## config.mk

```make
export PLATFORM = sky130hd
export DESIGN_NAME = parbus_regif
export DESIGN_NICKNAME = d
export VERILOG_FILES = /design/src/rtl/hbus_pkg.sv /design/src/rtl/hbus_ctrl.sv /design/src/rtl/hbus_datapath.sv /design/src/rtl/parbus_regif.sv
export SDC_FILE = /design/constraint.sdc
export NUM_CORES = 1
export LEC_CHECK = 0
export BUFFER_PORTS_ARGS = -buffer_cell sky130_fd_sc_hd__buf_2
export CORE_MARGIN = 4
export CORE_UTILIZATION = 25
export CTS_CLUSTER_DIAMETER = 50
export DETAILED_ROUTE_END_ITERATION = 16
export PLACE_DENSITY = 0.42
export SETUP_SLACK_MARGIN = 0.4
export SKIP_LAST_GASP = 1
export SYNTH_ARGS = -nofsm -noshare
export SYNTH_HDL_FRONTEND = slang
export SYNTH_SLANG_ARGS = --single-unit
```

## constraint.sdc

```tcl
create_clock -name clk -period 2.33 [get_ports clk]
set_input_delay 0.1165 -clock clk [delete_from_list [all_inputs] [get_ports clk]]
set_output_delay 0.1165 -clock clk [all_outputs]
set_load 0.01 [all_outputs]
```

## src/rtl/hbus_pkg.sv

```systemverilog
package hbus_pkg;
  localparam int HB_ADDR_W = 5;
  localparam int HB_DATA_W = 8;

  // Strobes from the control path to the datapath
  typedef struct packed {
    logic                 wrCommit;  // one-cycle pulse: store wdata at addr
    logic                 rdLatch;   // one-cycle pulse: capture read data
    logic                 rdDone;    // one-cycle pulse: read strobe released
    logic [HB_ADDR_W-1:0] addr;
    logic [HB_DATA_W-1:0] wdata;
  } hbStrobe_t;
endpackage

```

## src/rtl/hbus_ctrl.sv

```systemverilog
module hbus_ctrl
  import hbus_pkg::*;
#(
  parameter int SYNC_STAGES = 2
) (
  input  logic                 clk,
  input  logic                 rstN,
  input  logic                 intelMode,
  input  logic                 csN,
  input  logic                 rdDsN,
  input  logic                 wrRwN,
  input  logic [HB_ADDR_W-1:0] addr,
  input  logic [HB_DATA_W-1:0] dataIn,
  output hbStrobe_t            strobe
);
  localparam int LAST = SYNC_STAGES - 1;

  logic rdRaw, wrRaw;
  logic [SYNC_STAGES-1:0] rdSync, wrSync;
  logic rdPrev, wrPrev;
  logic [HB_ADDR_W-1:0] addrQ;
  logic [HB_DATA_W-1:0] dataQ;

  // Decode the shared pins according to the selected convention
  always_comb begin
    if (intelMode) begin
      rdRaw = !csN && !rdDsN;
      wrRaw = !csN && !wrRwN;
    end else begin
      rdRaw = !csN && !rdDsN && wrRwN;
      wrRaw = !csN && !rdDsN && !wrRwN;
    end
  end

  generate
    if (SYNC_STAGES == 1) begin : g_sync1
      always_ff @(posedge clk or negedge rstN) begin
        if (!rstN) begin
          rdSync <= '0;
          wrSync <= '0;
        end else begin
          rdSync <= rdRaw;
          wrSync <= wrRaw;
        end
      end
    end else begin : g_syncN
      always_ff @(posedge clk or negedge rstN) begin
        if (!rstN) begin
          rdSync <= '0;
          wrSync <= '0;
        end else begin
          rdSync <= {rdSync[SYNC_STAGES-2:0], rdRaw};
          wrSync <= {wrSync[SYNC_STAGES-2:0], wrRaw};
        end
      end
    end
  endgenerate

  // Address and data are captured while the first stage sees the strobe
  always_ff @(posedge clk or negedge rstN) begin
    if (!rstN) begin
      rdPrev <= 1'b0;
      wrPrev <= 1'b0;
      addrQ  <= '0;
      dataQ  <= '0;
    end else begin
      rdPrev <= rdSync[LAST];
      wrPrev <= wrSync[LAST];
      if (rdSync[0] || wrSync[0]) addrQ <= addr;
      if (wrSync[0])              dataQ <= dataIn;
    end
  end

  always_comb begin
    strobe.rdLatch  = rdSync[LAST] && !rdPrev;
    strobe.rdDone   = !rdSync[LAST] && rdPrev;
    strobe.wrCommit = !wrSync[LAST] && wrPrev;
    strobe.addr     = addrQ;
    strobe.wdata    = dataQ;
  end
endmodule

```

## src/rtl/hbus_datapath.sv

```systemverilog
module hbus_datapath
  import hbus_pkg::*;
#(
  parameter int NUM_PAGES = 2,
  parameter int INT_W     = 8,
  parameter int PAGE_ADDR = 31,
  parameter int STAT_ADDR = 0,
  parameter int IEN_ADDR  = 1
) (
  input  logic                 clk,
  input  logic                 rstN,
  input  hbStrobe_t            strobe,
  input  logic [INT_W-1:0]     intSrc,
  output logic [HB_DATA_W-1:0] rdData,
  output logic                 rdActive,
  output logic [INT_W-1:0]     pendQ,
  output logic [INT_W-1:0]     enQ
);
  localparam int PAGE_W = (NUM_PAGES > 1) ? $clog2(NUM_PAGES) : 1;
  localparam int REGS   = 2 ** HB_ADDR_W - 1;

  logic [PAGE_W-1:0]    pageQ;
  logic [HB_DATA_W-1:0] bankRd [NUM_PAGES];
  logic [HB_DATA_W-1:0] rdMux;
  logic                 statRead;
  logic                 onPage0, hitPage, hitStat, hitIen;

  always_comb begin
    onPage0 = (pageQ == '0);
    hitPage = (strobe.addr == HB_ADDR_W'(PAGE_ADDR));
    hitStat = onPage0 && (strobe.addr == HB_ADDR_W'(STAT_ADDR));
    hitIen  = onPage0 && (strobe.addr == HB_ADDR_W'(IEN_ADDR));
  end

  // One storage bank per page
  genvar p;
  generate
    for (p = 0; p < NUM_PAGES; p++) begin : g_bank
      logic [HB_DATA_W-1:0] bankMem [REGS];
      always_ff @(posedge clk or negedge rstN) begin
        if (!rstN) begin
          for (int i = 0; i < REGS; i++) bankMem[i] <= '0;
        end else if (strobe.wrCommit && !hitPage &&
                     (pageQ == PAGE_W'(p))) begin
          bankMem[strobe.addr] <= strobe.wdata;
        end
      end
      assign bankRd[p] = hitPage ? '0 : bankMem[strobe.addr];
    end
  endgenerate

  // Page selector and interrupt enable
  always_ff @(posedge clk or negedge rstN) begin
    if (!rstN) begin
      pageQ <= '0;
      enQ   <= '0;
    end else if (strobe.wrCommit) begin
      if (hitPage) pageQ <= strobe.wdata[PAGE_W-1:0];
      if (hitIen)  enQ   <= strobe.wdata[INT_W-1:0];
    end
  end

  // Pending bits: set by events, cleared by the end of a status read
  always_ff @(posedge clk or negedge rstN) begin
    if (!rstN) begin
      pendQ <= '0;
    end else if (strobe.rdDone && statRead) begin
      pendQ <= (pendQ & ~rdData[INT_W-1:0]) | intSrc;
    end else begin
      pendQ <= pendQ | intSrc;
    end
  end

  always_comb begin
    if (hitPage)      rdMux = HB_DATA_W'(pageQ);
    else if (hitStat) rdMux = HB_DATA_W'(pendQ);
    else if (hitIen)  rdMux = HB_DATA_W'(enQ);
    else              rdMux = bankRd[pageQ];
  end

  // Read capture, held for the whole strobe
  always_ff @(posedge clk or negedge rstN) begin
    if (!rstN) begin
      rdData   <= '0;
      rdActive <= 1'b0;
      statRead <= 1'b0;
    end else if (strobe.rdLatch) begin
      rdData   <= rdMux;
      rdActive <= 1'b1;
      statRead <= hitStat;
    end else if (strobe.rdDone) begin
      rdActive <= 1'b0;
      statRead <= 1'b0;
    end
  end
endmodule

```

## src/rtl/parbus_regif.sv

```systemverilog
module parbus_regif
  import hbus_pkg::*;
#(
  parameter int NUM_PAGES   = 2,
  parameter int INT_W       = 8,
  parameter int SYNC_STAGES = 2
) (
  input  logic                 clk,
  input  logic                 rstN,
  input  logic                 intelMode,
  input  logic                 csN,
  input  logic                 rdDsN,
  input  logic                 wrRwN,
  input  logic [HB_ADDR_W-1:0] addr,
  input  logic [HB_DATA_W-1:0] dataIn,
  output logic [HB_DATA_W-1:0] dataOut,
  output logic                 dataOe,
  input  logic [INT_W-1:0]     intSrc,
  output logic                 irqN
);
  hbStrobe_t        strobe;
  logic             rdActive;
  logic [INT_W-1:0] pendQ, enQ;

  hbus_ctrl #(.SYNC_STAGES(SYNC_STAGES)) u_ctrl (
    .clk(clk), .rstN(rstN), .intelMode(intelMode), .csN(csN),
    .rdDsN(rdDsN), .wrRwN(wrRwN), .addr(addr), .dataIn(dataIn),
    .strobe(strobe)
  );

  hbus_datapath #(.NUM_PAGES(NUM_PAGES), .INT_W(INT_W)) u_dp (
    .clk(clk), .rstN(rstN), .strobe(strobe), .intSrc(intSrc),
    .rdData(dataOut), .rdActive(rdActive), .pendQ(pendQ), .enQ(enQ)
  );

  // Chip select releases the bus at once, with no clock delay
  assign dataOe = rdActive && !csN;
  // Open-drain request: low while any enabled bit is pending
  assign irqN   = !(|(pendQ & enQ));
endmodule

```

# Word-level counts from Yosys, hierarchy flattened

Index checks and enable logic that the tools add are counted.

Input port bits: 27
Output and inout port bits: 10
Logic and storage cells: 138
Register bits after elaboration: 542

Reduce and logical (&&, ||, !) cells: 29
Muxes and demuxes: 22
Order comparisons: 3
Equal/unequal tests: 2
Bitwise gates (word level): 8

Operators with widths:

| kind               | number |
|---|---|
| $bwmux 248         | 2 |
| $mux 8             | 12 |
| $bmux 8 s5         | 2 |
| $demux 8 s5        | 1 |
| $and 8x8->8        | 2 |
| $or 8x8->8         | 2 |
| $logic_and 1x1->1  | 15 |
| $logic_not 1->1    | 8 |
| $not 8->8          | 1 |
| $reduce_or 8->1    | 1 |
| $ge 6x6->1 const B | 1 |
| $lt 6x1->1 const B | 1 |
| $not 5->6          | 1 |
| $eq 5x1->1 const B | 1 |
| $eq 5x5->1 const B | 1 |
| $logic_not 5->1    | 1 |
| $mux 1             | 5 |
| $reduce_and 2->1   | 2 |
| $ge 2x2->1 const B | 1 |
| $not 1->2          | 1 |
| $reduce_bool 2->1  | 1 |
| $logic_or 1x1->1   | 1 |
| $not 1->1          | 1 |

# Logic depth before layout (Yosys ltp)

Gate-level depths: netlist of run 1.

Depth after elaboration: 10
Depth in mapped cells: 11
Gate-level depth less buffers: 8

# Modules after synthesis

Synthesis of run 1 repeated with hierarchy kept, for this count alone.

Cell total of the unflattened synthesis: 1818
Area total of the unflattened synthesis: 25055.3 um2

By module, submodules not included:

| module        | area an instance (um2) | cells each | times used |
|---|---|---|---|
| hbus_datapath | 24299.6                | 1771       | 1 |
| hbus_ctrl     | 710.7                  | 41         | 1 |
| parbus_regif  | 45.0                   | 6          | 1 |

# Worst setup path before layout of run 1

No wires, ideal clock.

Path kind: flip-flop to flip-flop
Start: register u_ctrl.addrQ[1]
End: register u_dp.rdData[3]
Setup time: 0.126 ns
Path buffers: 3
Cell stages (with the launch flop): 8
Arrival time: 1.862 ns
Path slack: 0.342 ns
Cells stage by stage: dfrtp_1 -> buf_4 -> buf_4 -> buf_2 -> mux4_2 -> a211oi_1 -> o211ai_1 -> a221o_1

Cells in the longest elaborated chain, start to end: 10
Elaborated cells between the ends (all ways): 18
Those cells by class: eq/ne: 2; mux: 12; bitwise: 1; reduce/logical: 3

Ends and longest elaborated chain:

| item                                       | line                | source |
|---|---|---|
| start, declared                            | hbus_ctrl.sv:21     | `logic [HB_ADDR_W-1:0] addrQ;` |
| start signal, assigned                     | hbus_ctrl.sv:69     | `if (rdSync[0] \|\| wrSync[0]) addrQ <= addr;` |
| $not 5->6 (implied by the code)            | hbus_datapath.sv:48 | `assign bankRd[p] = hitPage ? '0 : bankMem[strobe.addr];` |
| $bmux 8 s5                                 | hbus_datapath.sv:48 |  |
| $mux 8 (implied by the code) (2 in series) | hbus_datapath.sv:48 |  |
| $mux 8 (implied by the code) (3 in series) | hbus_datapath.sv:78 | `else rdMux = bankRd[pageQ];` |
| $mux 8                                     | hbus_datapath.sv:77 | `else if (hitIen) rdMux = HB_DATA_W'(enQ);` |
| $mux 8                                     | hbus_datapath.sv:76 | `else if (hitStat) rdMux = HB_DATA_W'(pendQ);` |
| $mux 8 *                                   | hbus_datapath.sv:75 | `if (hitPage) rdMux = HB_DATA_W'(pageQ);` |
| end signal, assigned                       | hbus_datapath.sv:88 | `rdData <= rdMux;` |
| end, declared                              | hbus_datapath.sv:14 | `output logic [HB_DATA_W-1:0] rdData,` |

Every way passes the cells marked *; elsewhere a longest branch is shown, timed or not. The select of a mux whose other input is x is not followed.
A chain may end at the register's enable or synchronous reset.

# Worst setup path in the final report of run 1

Start: register u_ctrl.addrQ[4]
End: register u_dp.rdData[0]

The elaborated chain is that of the path after synthesis.

==> flow_metrics.py, run 1 <==
metrics = {
    "grt": {
        "grt_max_degree": 71,
        "overflow": 0,
        "antenna_found_initial": 2,
        "grt_use_total": 0.1724,
        "first_global_vias": 18470,
        "grt_pass1_wl_mm": 134.9,
    },
    "placement": {
        "place_inst": 3360,
        "place.gp.congestion": 0.9249,
        "hpwl_mm": 63.16,
        "numPortBuffers": 36,
    },
    "sta": {
        "fin_tns_setup_ns": -0.4629,
        "slew_headroom": 0.4329,
        "min_period_ns": 2.440,
        "holdWs_ns": 0.09537,
        "fin_crit_sh": 1.047,
        "max_freq_mhz": 409.8,
        "rsz0062_at_grt": "true",
        "finalSetupViolations": 7,
        "clock_skew_ns": 0.04422,
        "slew_viol_final": 0,
        "worst_pin_slew_ns": 0.8506,
        "setup_ws_ns": -0.1104,
        "finalHoldViolations": 0,
    },
    "yosys": {
        "async_flop_share": 1.000,
        "yosys.area.top_type": "dfrtp_1",
        "synth-seq-cells": 541,
        "avgSynthCellArea_um2": 13.35,
        "synthTopCellsByArea": "dfrtp_1 54%, mux2_2 22%, mux2i_1 8.2%, o22ai_1 2.2%, clkbuf_1 1.1%",
        "synth_top_area_share": 0.5407,
        "ys_seq_area_frac": 0.5407,
        "ys.flop_type": "dfrtp_1",
        "syn_nets": 1905,
        "synthTopCellsByCount": "541 x dfrtp_1, 498 x mux2_2, 205 x mux2i_1, 90 x o22ai_1, 74 x clkbuf_1",
        "netlist_area_mm2": 0.02504,
        "synth_cell_type_count": 68,
        "synthCells": 1876,
        "synth_edf_count": 0,
        "yosys.cell_count.top_type": "dfrtp_1",
        "ys_warn_count": 0,
    },
    "run": {
        "cap_violations": 0,
    },
    "floorplanning": {
        "core-area_mm2": 0.09885,
        "die_x_um": 324.5,
        "start_util": 0.2533,
        "die-area_mm2": 0.1053,
        "io_pins": 37,
        "placementRows": 115,
        "die_y_um": 324.5,
    },
    "critical_path": {
        "crit_chain": "buf_4 > buf_4 > nand4bb_1 > buf_12 > buf_4 > o22ai_1 > a211oi_1 > nand3_2 > o311a_1",
        "crit_path_top_delay_cell": "dfrtp_4",
        "startpoint_type": "flop",
        "slowest_delay_ns": 0.43,
        "crit_top_cell": "buf_4",
        "critPathCaptureType": "flop",
        "r2r_cells": 9,
        "worstPathMaxFanout": 9,
        "cp.required_ns": 2.86,
        "arrival_ns": 2.97,
        "crit_type": "flop to flop",
    },
    "clocking": {
        "htreeDepth": 3,
        "clock_sinks": 541,
        "clkLatencyLatePin_ns": 0.66,
        "clk_pin_slew_ns": 0.06,
        "root_buffer": "clkbuf_16",
        "cts_buffers": 84,
        "cts_buffer_depth": 3,
        "cts_tree": "built",
    },
    "cells_and_area": {
        "areaGrowthSynthToFinish_pct": 34.75,
        "drive_above_1_share": 0.5172,
        "final_util": 0.3413,
        "fin_cells": 3580,
        "fillers": 9614,
        "final_nets": 2250,
    },
    "drt": {
        "viasPerCell": 4.853,
        "drt-initial-drc-count": 1146,
        "dr.pass1.iters": 5,
        "ant_nets": 0,
        "drcViolationCount": 0,
        "vias": 17370,
        "postRouteWirelength_mm": 91.32,
        "avgRoutedWirePerCell_um": 25.51,
    },
    "outcome": {
        "status": "finished, violations left",
        "failed_checks": "setup timing",
    },
    "power_and_ir_drop": {
        "p_sw_frac": 0.3021,
        "p_seq_frac": 0.378,
        "p_per_area_mw_per_mm2": 902.1,
        "comb_power_share": 0.192,
        "p_clk_frac": 0.431,
        "power.switching_uw": 9194,
        "intPower_uw": 21240,
        "ir_worst_vdd_v": 0.0006391,
        "power_leakage_uw": 0.01567,
    },
    "min_path": {
        "min_path_type": "primary input to asynchronous set/reset pin",
    },
}
## cells in the final DEF, fill, tap and decap left out, drive strengths merged, types with 17 or more instances in the layout
| cell type | count |
|---|---|
| a21oi | 17 |
| buf | 367 |
| clkbuf | 100 |
| clkinv | 20 |
| dfrtp | 541 |
| dlygate4sd3 | 26 |
| inv | 43 |
| mux2 | 503 |
| mux2i | 205 |
| nand2 | 82 |
| nor2 | 55 |
| nor4 | 19 |
| o21ai | 45 |
| o22ai | 90 |
## sequential cells by signal, indices dropped and copies added, names as in the netlist
signal,cells
u_dp.g_bank.bankMem,495
u_dp.statRead,1
u_ctrl.rdSync,2
u_ctrl.rdPrev,1
u_dp.pendQ,8
u_ctrl.wrPrev,1
u_dp.pageQ,1
u_dp.enQ,8
u_ctrl.dataQ,8
u_dp.rdData,8
u_ctrl.addrQ,5
u_ctrl.wrSync,2
u_dp.rdActive,1
## worst paths after layout
path | start | end | slack, ns
worst max-delay path | u_ctrl.addrQ[4] | u_dp.rdData[0] | -0.11
worst min-delay path | rstN | u_ctrl.dataQ[7] | 0.1
worst max register to register | u_ctrl.addrQ[4] | u_dp.rdData[0] | -0.11
worst min register to register | u_ctrl.rdSync[1] | u_ctrl.rdPrev | 0.41
max in group asynchronous | rstN | u_dp.g_bank[1].bankMem[184] | 1.37
min in group clk | intSrc[7] | u_dp.pendQ[7] | 0.18
## layer usage
layer  global-route usage  wire length (µm)
met1               0.2406             42110
met2               0.2802             43180
met3              0.02153              3390
met4              0.05213              2635
met5                    0                 0
## power groups by stage
stage               sequential (µW)  clock, µW  combinational, µW
finish                        11500      13100               5840
global route                  11600      13900               6190
CTS                           11500      13400               5760
detailed placement            11600          0               5280
global placement              11600          0               5230
floorplan                     11100          0               2970
## metrics by stage
stage	cell area, µm²	power (µW)	setup slack (ns)
after global placement	29310	16820	-0.4223
after floorplan	25060	14080	0.3523
after CTS	33370	30670	-0.1101
final	33740	30440	-0.1104
after global routing	33740	31660	-0.1917
after detailed placement	29310	16910	-0.3943
## kinds of logic (layout without fill, tap and decap cells)
group / count (synthesis) / in the layout / share of synthesized area
multiplexers: 720 / 720 / 0.3190
buffers and inverters: 164 / 578 / 0.03148
adder cells (fa/ha/maj): 2 / 2 / 0.0009992
AO/OA/AOI/OAI: 207 / 207 / 0.05202
other: 0 / 2 / 0
flip-flops: 541 / 541 / 0.5407
AND/OR/NAND/NOR: 242 / 243 / 0.05587
## final cells by class
| class | count | area, µm² | area share |
|---|---|---|---|
| multi-input combinational | 1172 | 11390 | 0.3376 |
| sequential | 541 | 13560 | 0.4019 |
| clock inverter | 56 | 726.9 | 0.02155 |
| antenna | 2 | 5.005 | 0.0001483 |
| tap | 1287 | 1610 | 0.04773 |
| clock buffer | 100 | 2232 | 0.06616 |
| timing repair buffer | 395 | 4109 | 0.1218 |
| inverter | 27 | 105.1 | 0.003115 |
## what timing repair did
item                       in CTS  in global routing
gates cloned                    4                  0
setup endpoints to repair     513                512
hold buffers                   26                  0
resized for setup             110                 61
pin swaps                      14                 13
hold endpoints to repair       87                  0
buffers inserted               23                  9
## worst max-delay path: cells and delay by family, from the launching register on
kind / cells / cell delay [ns]
simple gates: 2 / 0.38
flops: 1 / 0.43
compound gates: 3 / 0.74
buf+inv: 4 / 0.74
Power figures use the tool's default switching activity.
==> run 2, diff against run 1 <==
CORE_UTILIZATION = 52   (was 25)
PLACE_DENSITY = 0.71   (was 0.42)
==> run 2 against run 1 <==
- global-route usage is 12 points higher
- utilization is 33 points higher
- first-iteration DRC count is 32% higher
- the flow still finishes with violations (setup timing)
- largest cell class unchanged
- total power is 12% lower
- fmax is 3.4% higher
- critical path type unchanged
- register-to-register slack better by 0.08 ns
- die area is 51% lower
- routed wire length is 15% lower
- count of clock-buffer cells in the layout is 8 lower
- highest routed layer unchanged
==> flow_metrics.py, run 2 (synthesized netlist as in run 1, its figures left out) <==
metrics = {
    "outcome": {
        "status": "finished, violations left",
        "failed_checks": "setup timing",
    },
    "critical_path": {
        "crit_chain": "buf_12 > buf_4 > mux2i_2 > nor2_1 > nor4_2 > a31oi_4 > a31o_2",
        "crit_type": "flop to flop",
        "arrival_ns": 2.86,
        "cp.required_ns": 2.83,
        "critPathCaptureType": "flop",
        "crit_buf_inv": 2,
        "crit_family": "simple AND/OR/NAND/NOR gates",
        "startpoint_type": "flop",
        "worstPathMaxFanout": 8,
        "crit_path_top_delay_cell": "dfrtp_4",
        "slowest_delay_ns": 0.48,
    },
    "cells_and_area": {
        "areaGrowthSynthToFinish_pct": 27.93,
        "final_cell_mix": "528 x dfrtp_1, 441 x mux2_2, 177 x mux2i_1",
        "seq_area_mm2": 0.01356,
        "multi_input_area_mm2": 0.01202,
        "mostFrequentLayoutCell": "dfrtp_1",
        "largest_register_ff_count": 495,
        "top_register": "u_dp.g_bank.bankMem",
        "fillers": 3372,
        "num_antenna_cells": 0,
        "final_nets": 2166,
        "drive_above_1_share": 0.5137,
    },
    "clocking": {
        "cts_buffers": 59,
        "root_buffer": "clkbuf_16",
        "htreeDepth": 2,
        "clock_sinks": 541,
        "cts_tree": "built",
        "cts_buffer_depth": 3,
        "clkLatencyLatePin_ns": 0.63,
        "clk_pin_slew_ns": 0.06,
    },
    "min_path": {
        "min_path_type": "primary input to asynchronous set/reset pin",
    },
    "grt": {
        "antenna_found_initial": 0,
        "top_usage_layer": "met2",
        "grt_pass1_wl_mm": 114.2,
        "grt_max_degree": 85,
        "met1_usage": 0.3954,
        "met3_usage": 0.05145,
        "use_met2": 0.4923,
        "overflow": 0,
        "grt_use_total": 0.2959,
        "first_global_vias": 17940,
    },
    "drt": {
        "postRouteWirelength_mm": 77.29,
        "ant_nets": 0,
        "dr.pass1.iters": 5,
        "drcViolationCount": 0,
        "avgRoutedWirePerCell_um": 27.59,
        "viasPerCell": 6.136,
        "vias": 17190,
        "drt-initial-drc-count": 1512,
    },
    "floorplanning": {
        "io_pins": 37,
        "die_x_um": 227.4,
        "die_y_um": 227.4,
        "start_util": 0.5255,
        "die-area_mm2": 0.05173,
        "placementRows": 80,
        "core-area_mm2": 0.04765,
    },
    "power_and_ir_drop": {
        "power_leakage_uw": 0.01526,
        "ir_worst_vdd_v": 0.0006038,
        "p_per_area_mw_per_mm2": 839.2,
    },
    "placement": {
        "numPortBuffers": 36,
        "hpwl_mm": 51.02,
        "place.gp.congestion": 0.9413,
    },
    "sta": {
        "slew_viol_final": 0,
        "max_freq_mhz": 423.7,
        "clock_skew_ns": 0.01859,
        "worst_pin_slew_ns": 0.9362,
        "fin_tns_setup_ns": -0.1826,
        "finalHoldViolations": 0,
        "finalSetupViolations": 9,
        "setup_ws_ns": -0.02996,
        "slew_headroom": 0.3758,
        "fin_crit_sh": 1.013,
        "holdWs_ns": 0.05928,
        "rsz0062_at_grt": "true",
        "min_period_ns": 2.360,
    },
    "run": {
        "cap_violations": 0,
    },
}
## run 2: cell types whose count changed in the layout (fill, tap and decap cells not counted), moves of 13 or more
cell	before	now
mux2_2	498	441
clkbuf_16	84	64
clkbuf_8	7	20
nand2_1	63	46
buf_4	226	172
nor2_4	7	20
buf_12	77	54
nor2_2	26	12
mux2_4	0	58
## run 2: per-layer routing
layer	vias to the layer above	wire length [µm]
li1	7404	-
met1	9044	32440
met2	573	37160
met3	167	4554
met4	0	3129
met5	-	0
## run 2: final timing paths
check / from / endpoint / slack, ns / cells after the start
setup reg to reg: u_ctrl.addrQ[1] / u_dp.rdData[5] / -0.03 / 7
hold / removal: rstN / u_dp.g_bank[0].bankMem[215] / 0.06 / 2
hold reg to reg: u_ctrl.rdSync[0] / u_ctrl.rdSync[1] / 0.40 / 0
min in group clk: intSrc[3] / u_dp.pendQ[3] / 0.22 / 3
setup / recovery: u_ctrl.addrQ[1] / u_dp.rdData[5] / -0.03 / 7
max in group asynchronous: rstN / u_dp.g_bank[1].bankMem[222] / 1.36 / 3
## run 2: area by class of cell
| class | count | share of cell area |
|---|---|---|
| clock buffer | 92 | 0.05754 |
| clock inverter | 18 | 0.006289 |
| inverter | 27 | 0.003164 |
| multi-input combinational | 1172 | 0.3753 |
| sequential | 541 | 0.4232 |
| tap | 615 | 0.02402 |
| timing repair buffer | 336 | 0.1105 |
## run 2: repair_timing
action,CTS,global route
endpoints found under the setup margin,510,504
pin swaps,21,28
hold buffers,26,0
endpoints found under the hold margin,181,0
gates cloned,4,3
buffers inserted,20,20
resized for setup,137,224
## run 2: metrics by stage
| stage | cells | total power, µW | cell area (µm²) | setup WS (ns) | utilization |
|---|---|---|---|---|---|
| floorplan | 1876 | 14080 | 25060 | 0.3523 | - |
| global placement | 2618 | 16150 | 27630 | -0.2954 | 0.5799 |
| detailed placement | 2618 | 16340 | 27630 | -0.3165 | 0.5799 |
| CTS | 2778 | 26430 | 30890 | 0.04340 | 0.6482 |
| global route | 2801 | 27820 | 32030 | -0.07988 | 0.6723 |
| finish | 2801 | 26880 | 32030 | -0.02996 | 0.6723 |
## run 2: power by group
group	internal (µW)	switching [µW]
Sequential	10500	893
Clock	5850	3860
Combinational	2750	2990
